### config.mk
export PLATFORM = sky130hd
export DESIGN_NAME = stop_wake_ctrl
export DESIGN_NICKNAME = d
export VERILOG_FILES = /design/src/rtl/swk_pkg.sv /design/src/rtl/swk_win_timer.sv /design/src/rtl/swk_fsm.sv /design/src/rtl/stop_wake_ctrl.sv
export SDC_FILE = /design/constraint.sdc
export NUM_CORES = 1
export LEC_CHECK = 0
export ABC_AREA = 1
export BUFFER_PORTS_ARGS = -buffer_cell sky130_fd_sc_hd__buf_2
export CORE_MARGIN = 4
export CORE_UTILIZATION = 29
export DETAILED_ROUTE_END_ITERATION = 12
export PLACE_DENSITY = 0.53
export SLEW_MARGIN = 10
export SYNTH_ARGS = -nofsm -noshare
export SYNTH_HDL_FRONTEND = slang
export SYNTH_SLANG_ARGS = --single-unit
export TNS_END_PERCENT = 30
### constraint.sdc
create_clock -name clk_i -period 2.25 [get_ports clk_i]
set_input_delay 0.3375 -clock clk_i [delete_from_list [all_inputs] [get_ports clk_i]]
set_output_delay 0.3375 -clock clk_i [all_outputs]
set_load 0.01 [all_outputs]
### src/rtl/swk_pkg.sv
package swk_pkg;
  typedef enum logic [2:0] {
    ST_RUN, ST_STOP, ST_CHECK, ST_SCM_FAST, ST_SCM
  } swk_state_e;

  typedef enum logic [1:0] {
    ORG_RST, ORG_IRQ, ORG_FAST
  } swk_org_e;
endpackage

### src/rtl/swk_win_timer.sv
module swk_win_timer #(
  parameter int unsigned WIN_CYC = 4096,
  parameter int unsigned MAX_WIN = 50
) (
  input  logic clk_i,
  input  logic rst_ni,
  input  logic run_i,
  output logic win_start_o,
  output logic win_end_o,
  output logic last_win_o
);
  localparam int unsigned CW = $clog2(WIN_CYC + 1);
  localparam int unsigned NW = $clog2(MAX_WIN + 1);

  logic [CW-1:0] cyc_q;
  logic [NW-1:0] win_q;

  assign win_start_o = run_i && (cyc_q == '0);
  assign win_end_o   = run_i && (cyc_q == CW'(WIN_CYC - 1));
  assign last_win_o  = (win_q == NW'(MAX_WIN - 1));

  always_ff @(posedge clk_i or negedge rst_ni) begin
    if (!rst_ni) begin
      cyc_q <= '0;
      win_q <= '0;
    end else if (!run_i) begin
      cyc_q <= '0;
      win_q <= '0;
    end else if (win_end_o) begin
      cyc_q <= '0;
      if (!last_win_o) win_q <= win_q + NW'(1);
    end else begin
      cyc_q <= cyc_q + CW'(1);
    end
  end
endmodule

### src/rtl/swk_fsm.sv
module swk_fsm
  import swk_pkg::*;
(
  input  logic       clk_i,
  input  logic       rst_ni,
  input  logic       stop_req_i,
  input  logic       ext_rst_i,
  input  logic       wake_irq_i,
  input  logic       fast_wake_i,
  input  logic       scm_en_i,
  input  logic       qc_pass_i,
  input  logic       scm_flag_clr_i,
  input  logic       win_end_i,
  input  logic       last_win_i,
  output swk_state_e state_o,
  output swk_org_e   org_o,
  output logic       scm_flag_o,
  output logic       cm_rst_o,
  output logic       rst_gen_o,
  output logic       pll_clr_o
);
  swk_state_e state_q, state_d;
  swk_org_e   org_q, org_d;
  logic       flag_set, cm_d, rg_d, pll_d;

  always_comb begin
    state_d  = state_q;
    org_d    = org_q;
    flag_set = 1'b0;
    cm_d     = 1'b0;
    rg_d     = 1'b0;
    pll_d    = 1'b0;
    unique case (state_q)
      ST_RUN: if (stop_req_i) state_d = ST_STOP;
      ST_STOP: begin
        if (ext_rst_i) begin
          state_d = ST_CHECK;
          org_d   = ORG_RST;
          pll_d   = 1'b1;
        end else if (wake_irq_i) begin
          pll_d = 1'b1;
          if (fast_wake_i && scm_en_i) begin
            state_d = ST_SCM_FAST;
          end else begin
            state_d = ST_CHECK;
            org_d   = ORG_IRQ;
          end
        end
      end
      ST_SCM_FAST: if (!fast_wake_i) begin
        state_d = ST_CHECK;
        org_d   = ORG_FAST;
      end
      ST_CHECK: if (win_end_i && (qc_pass_i || last_win_i)) begin
        state_d = ST_RUN;
        if (org_q == ORG_RST) begin
          rg_d = 1'b1;
        end else if (qc_pass_i) begin
          flag_set = (org_q == ORG_FAST);
        end else if (scm_en_i) begin
          state_d = ST_SCM;
        end else begin
          cm_d = 1'b1;
        end
      end
      ST_SCM: state_d = ST_SCM;
      default: state_d = ST_RUN;
    endcase
  end

  always_ff @(posedge clk_i or negedge rst_ni) begin
    if (!rst_ni) begin
      state_q    <= ST_RUN;
      org_q      <= ORG_IRQ;
      scm_flag_o <= 1'b0;
      cm_rst_o   <= 1'b0;
      rst_gen_o  <= 1'b0;
      pll_clr_o  <= 1'b0;
    end else begin
      state_q   <= state_d;
      org_q     <= org_d;
      cm_rst_o  <= cm_d;
      rst_gen_o <= rg_d;
      pll_clr_o <= pll_d;
      if (flag_set)            scm_flag_o <= 1'b1;
      else if (scm_flag_clr_i) scm_flag_o <= 1'b0;
    end
  end

  assign state_o = state_q;
  assign org_o   = org_q;
endmodule

### src/rtl/stop_wake_ctrl.sv
module stop_wake_ctrl
  import swk_pkg::*;
#(
  parameter int unsigned WIN_CYC = 4096,
  parameter int unsigned MAX_WIN = 50
) (
  input  logic clk_i,
  input  logic rst_ni,
  input  logic stop_req_i,
  input  logic ext_rst_i,
  input  logic wake_irq_i,
  input  logic fast_wake_i,
  input  logic scm_en_i,
  input  logic qc_pass_i,
  input  logic scm_flag_clr_i,
  output logic osc_en_o,
  output logic mon_en_o,
  output logic qc_start_o,
  output logic clk_sel_o,
  output logic scm_flag_o,
  output logic cm_rst_o,
  output logic rst_gen_start_o,
  output logic pll_sel_clr_o,
  output logic cfg_default_o
);
  swk_state_e state;
  swk_org_e   org;
  logic       win_start, win_end, last_win, checking;

  assign checking = (state == ST_CHECK);

  swk_win_timer #(.WIN_CYC(WIN_CYC), .MAX_WIN(MAX_WIN)) u_timer (
    .clk_i       (clk_i),
    .rst_ni      (rst_ni),
    .run_i       (checking),
    .win_start_o (win_start),
    .win_end_o   (win_end),
    .last_win_o  (last_win)
  );

  swk_fsm u_fsm (
    .clk_i          (clk_i),
    .rst_ni         (rst_ni),
    .stop_req_i     (stop_req_i),
    .ext_rst_i      (ext_rst_i),
    .wake_irq_i     (wake_irq_i),
    .fast_wake_i    (fast_wake_i),
    .scm_en_i       (scm_en_i),
    .qc_pass_i      (qc_pass_i),
    .scm_flag_clr_i (scm_flag_clr_i),
    .win_end_i      (win_end),
    .last_win_i     (last_win),
    .state_o        (state),
    .org_o          (org),
    .scm_flag_o     (scm_flag_o),
    .cm_rst_o       (cm_rst_o),
    .rst_gen_o      (rst_gen_start_o),
    .pll_clr_o      (pll_sel_clr_o)
  );

  // oscillator and monitor are off in stop and in fast self-clock
  assign osc_en_o      = !(state == ST_STOP || state == ST_SCM_FAST);
  assign mon_en_o      = osc_en_o;
  assign qc_start_o    = win_start;
  assign clk_sel_o     = (state == ST_SCM) || (state == ST_SCM_FAST) ||
                         (checking && org == ORG_FAST);
  assign cfg_default_o = (state == ST_STOP) && ext_rst_i;
endmodule

==> impl.org <==
** Route
- Residual antenna-violating net count after detailed routing :: 0
- Via density :: 4.51
- Drt initial violations :: 71
- Routed length per placed instance :: 11.2 µm
- First-pass DRT Iterations :: 4
- The routed design has 3100 µm of wire.
- Post-route DRC :: 0
- Via total after detailed routing :: 1253

** Power
- Internal power contribution :: 1.00 mW
- The share of total power dissipated in sequential elements is 0.409.
- The share of total power dissipated in the clock network is 0.254.
- Net load switching power :: 0.565 mW
- Switching part of the total power :: 0.361
- Lkg Pwr :: 0.849 nW
- Gate power share :: 0.337
- In this run the power density over the cells is 867 nW/µm².
- Total power for the finished layout comes to 1.57 mW.
- VDD sags by at most 0.478 mV.

** Die
- Area inside the core boundary :: 5200 µm²
- Y dimension of the die :: 82.0 µm
- Chip Width :: 82.0 µm
- Initial core utilization :: 0.305
- In this run the count of I/O pins placed on the die edge is 18.
- Number of placement rows :: 26
- Die area :: 6720 µm²

** GRT
- First-pass GRT wire length :: 5610 µm
- The via count of the first global-routing pass came to 1224.
- All-Layer GR Usage :: 0.110
- Total congestion overflow after global routing :: 0
- The initial antenna violation count came to 0.
- Largest net degree at the start of global routing :: 29

** Critical path
- In this run the worst path has a maximum fanout of 11.
- Crit path capture type :: output port
- For this design, the slowest cell found on the critical path is sky130_fd_sc_hd__dfrtp_1.
- For the worst setup path, the data required time is 1910 ps.
- The worst register-to-register path has a setup slack of 620 ps.
- By startpoint and endpoint, the worst setup path is classified as reg2out.
- Data arrival time of the critical path :: 1640 ps
- Cells traversed along the worst timing path :: nor3_4 -> inv_2 -> nor4_4 -> buf_2
- Among cell families on the critical path, the largest total delay comes from simple AND/OR/NAND/NOR gates.
- Max stage delay on crit path :: 490 ps
- Setup crit start kind :: register
- The critical path contains buffers and inverters numbering 2 combined.

** STA
- Worst Tran Pin Value :: 627 ps
- Number of hold violations in the final report :: 0
- Maximum achievable frequency :: 0.506 GHz
- Period Utilization, post-route :: 0.878
- Setup repair after global routing left no endpoint under its margin.
- The clock period could shrink to 1970 ps.
- Least setup slack across all paths after layout :: 275 ps
- Post-Route Hold Slack :: 66.7 ps
- Max-slew violation count :: 0
- Total Neg Setup Slack :: 0 ps
- Between clock sinks in the finished design, the worst skew comes to 5.85 ps.
- Setup violations remaining at the end of the flow were counted as 0.
- Headroom to the max-slew limit came out at 0.582.

** Placed design
- The count of buffers added on input and output ports is 17.
- Once placement completed, the tool counted placed cells totaling 274.
- Timing analysis after detailed placement gives a worst setup slack of 569 ps.
- Area after DPL :: 1740 µm²
- Final weighted congestion in routability-driven placement :: 0.794
- Dpl hpwl :: 2390 µm

** Synth
- Post-Syn Instances :: 189
- Synthesized area per cell :: 8.40 µm²
- Number of synthesized flops with an enable pin :: 0
- Post-synthesis instance area :: 1590 µm²
- After synthesis the netlist holds a flip-flop and latch count of 28.
- Main synth FF type :: sky130_fd_sc_hd__dfrtp_1
- Yosys mapped the design onto 32 distinct sky130hd cell types.
- Total number of yosys warnings :: 0
- Number of nets in the synthesized netlist :: 202
- The share of the Yosys chip area taken by registers is 0.442.
- In the synthesized netlist the async set-or-reset flop fraction comes to 1.00.

** Clock network
- TritonCTS Buffers :: 3
- CTS resizes :: 0
- CTS built an H-tree with a depth of 1.
- Post-CTS repair timing setup buffer count :: 0
- Clock buffer depth :: 2
- Count of hold-fix buffers inserted at cts :: 0
- TritonCTS clock tree :: built
- The cell sitting at the root of the clock tree is a sky130_fd_sc_hd__clkbuf_8.
- The later pin in the worst-skew pair is clocked with a latency of 280 ps.
- Clock-pin slew was measured on the worst setup and hold paths at 100 ps.
- Clock net sink count :: 28

** Cells and area
- Of the cells placed in the final design, the portion with a size suffix greater than 1 is 0.207.
- Excluding fillers, the count of instances in the completed layout stands at 278.
- Synthesis-to-finish area growth :: 13.9%
- In the final layout, flip-flops and latches occupy 702 µm².
- The filler cells instantiated in the layout total 572.
- The number of antenna diodes in the final layout is 0.
- After the last flow step, the layout net total stands at 222.
- The finished cells cover 1810 µm².
- Total area of multi-input combinational cells :: 758 µm²
- Final core occ :: 0.348

** Run status
- Run status :: complete, no violations

** Worst hold path
- Path class of the lowest-slack min-delay path :: in2async

** Flow run
- Max-cap violations in this run came to 0.
==> path summary, 6_finish.rpt <==
check	from	endpoint	cells after the start
worst max-delay path	u_fsm.state_o[0]	qc_start_o	4
worst min-delay path	rst_ni	u_timer.cyc_q[11]	1
worst max register to register	u_timer.cyc_q[0]	u_fsm.state_o[1]	10
worst min register to register	u_timer.cyc_q[12]	u_timer.cyc_q[12]	2
max in group asynchronous	rst_ni	u_timer.cyc_q[12]	1
min in group clk_i	qc_pass_i	u_fsm.cm_rst_o	2
==> placed cells by master, fill, tap and decap left out, types with 3 or more instances in the layout <==
| cell type | n |
|---|---|
| sky130_fd_sc_hd__ha_1 | 4 |
| sky130_fd_sc_hd__clkbuf_8 | 3 |
| sky130_fd_sc_hd__inv_2 | 3 |
| sky130_fd_sc_hd__nor2_1 | 19 |
| sky130_fd_sc_hd__inv_1 | 23 |
| sky130_fd_sc_hd__nor3_1 | 5 |
| sky130_fd_sc_hd__nand3_1 | 10 |
| sky130_fd_sc_hd__xnor2_1 | 4 |
| sky130_fd_sc_hd__dfrtp_1 | 27 |
| sky130_fd_sc_hd__nand2_1 | 42 |
| sky130_fd_sc_hd__buf_2 | 17 |
| sky130_fd_sc_hd__xor2_1 | 3 |
| sky130_fd_sc_hd__o21ai_0 | 9 |
| sky130_fd_sc_hd__a21oi_1 | 7 |
| sky130_fd_sc_hd__nand2_2 | 5 |
| sky130_fd_sc_hd__o31ai_1 | 4 |
==> per-layer routing <==
layer  wire, µm  track usage
met4         77       0.0598
met1       1640        0.156
met2       1280        0.158
met5          0            0
met3        109       0.0154
==> cell usage after synthesis (2+ instances only) <==
cell type	instances	area share
sky130_fd_sc_hd__nand3_1	10	0.032
sky130_fd_sc_hd__a21oi_1	7	0.022
sky130_fd_sc_hd__nor2_2	2	0.0079
sky130_fd_sc_hd__xnor2_1	4	0.022
sky130_fd_sc_hd__nor3_1	5	0.016
sky130_fd_sc_hd__ha_1	4	0.032
sky130_fd_sc_hd__nor2_4	2	0.014
sky130_fd_sc_hd__nand3b_1	2	0.0095
sky130_fd_sc_hd__nand2_2	5	0.020
sky130_fd_sc_hd__o21ai_0	9	0.028
sky130_fd_sc_hd__inv_2	3	0.0071
sky130_fd_sc_hd__nor3_2	2	0.013
sky130_fd_sc_hd__o31ai_1	4	0.019
sky130_fd_sc_hd__nand2_1	42	0.099
sky130_fd_sc_hd__nor2_1	19	0.045
sky130_fd_sc_hd__inv_1	23	0.054
sky130_fd_sc_hd__xor2_1	3	0.017
sky130_fd_sc_hd__nor4_1	2	0.0079
sky130_fd_sc_hd__buf_6	2	0.014
sky130_fd_sc_hd__dfrtp_1	27	0.43
==> state kept, by name, indices dropped and copies added (netlist names) <==
register / cells
u_timer.cyc_q: 13
u_timer.win_q: 6
u_fsm.state_o: 3
u_fsm.org_o: 2
u_fsm.cm_rst_o: 1
u_fsm.pll_clr_o: 1
u_fsm.rst_gen_o: 1
u_fsm.scm_flag_o: 1
==> logic make-up after synthesis <==
| family | Yosys count | share of synthesized area |
|---|---|---|
| XOR/XNOR | 7 | 0.0386 |
| AO/OA/AOI/OAI | 24 | 0.0938 |
| adder cells (fa/ha/maj) | 4 | 0.0315 |
| AND/OR/NAND/NOR | 97 | 0.314 |
| flip-flops | 28 | 0.442 |
| buffers and inverters | 29 | 0.0804 |
==> power groups by stage <==
stage / Sequential (mW) / Combinational, mW / Clock, mW
final: 0.642 / 0.528 / 0.398
after global routing: 0.653 / 0.615 / 0.438
after CTS: 0.640 / 0.543 / 0.418
after detailed placement: 0.650 / 0.534 / 0
after global placement: 0.650 / 0.535 / 0
after floorplan: 0.625 / 0.441 / 0
==> area by class of cell <==
class / instances / area share
clock inverter: 1 / 0.0166
tap: 70 / 0.0484
inverter: 26 / 0.0539
clock buffer: 3 / 0.0228
sequential: 28 / 0.388
timing repair buffer: 18 / 0.0512
multi-input combinational: 132 / 0.419
No activity file was read; power rests on OpenSTA's default activity.
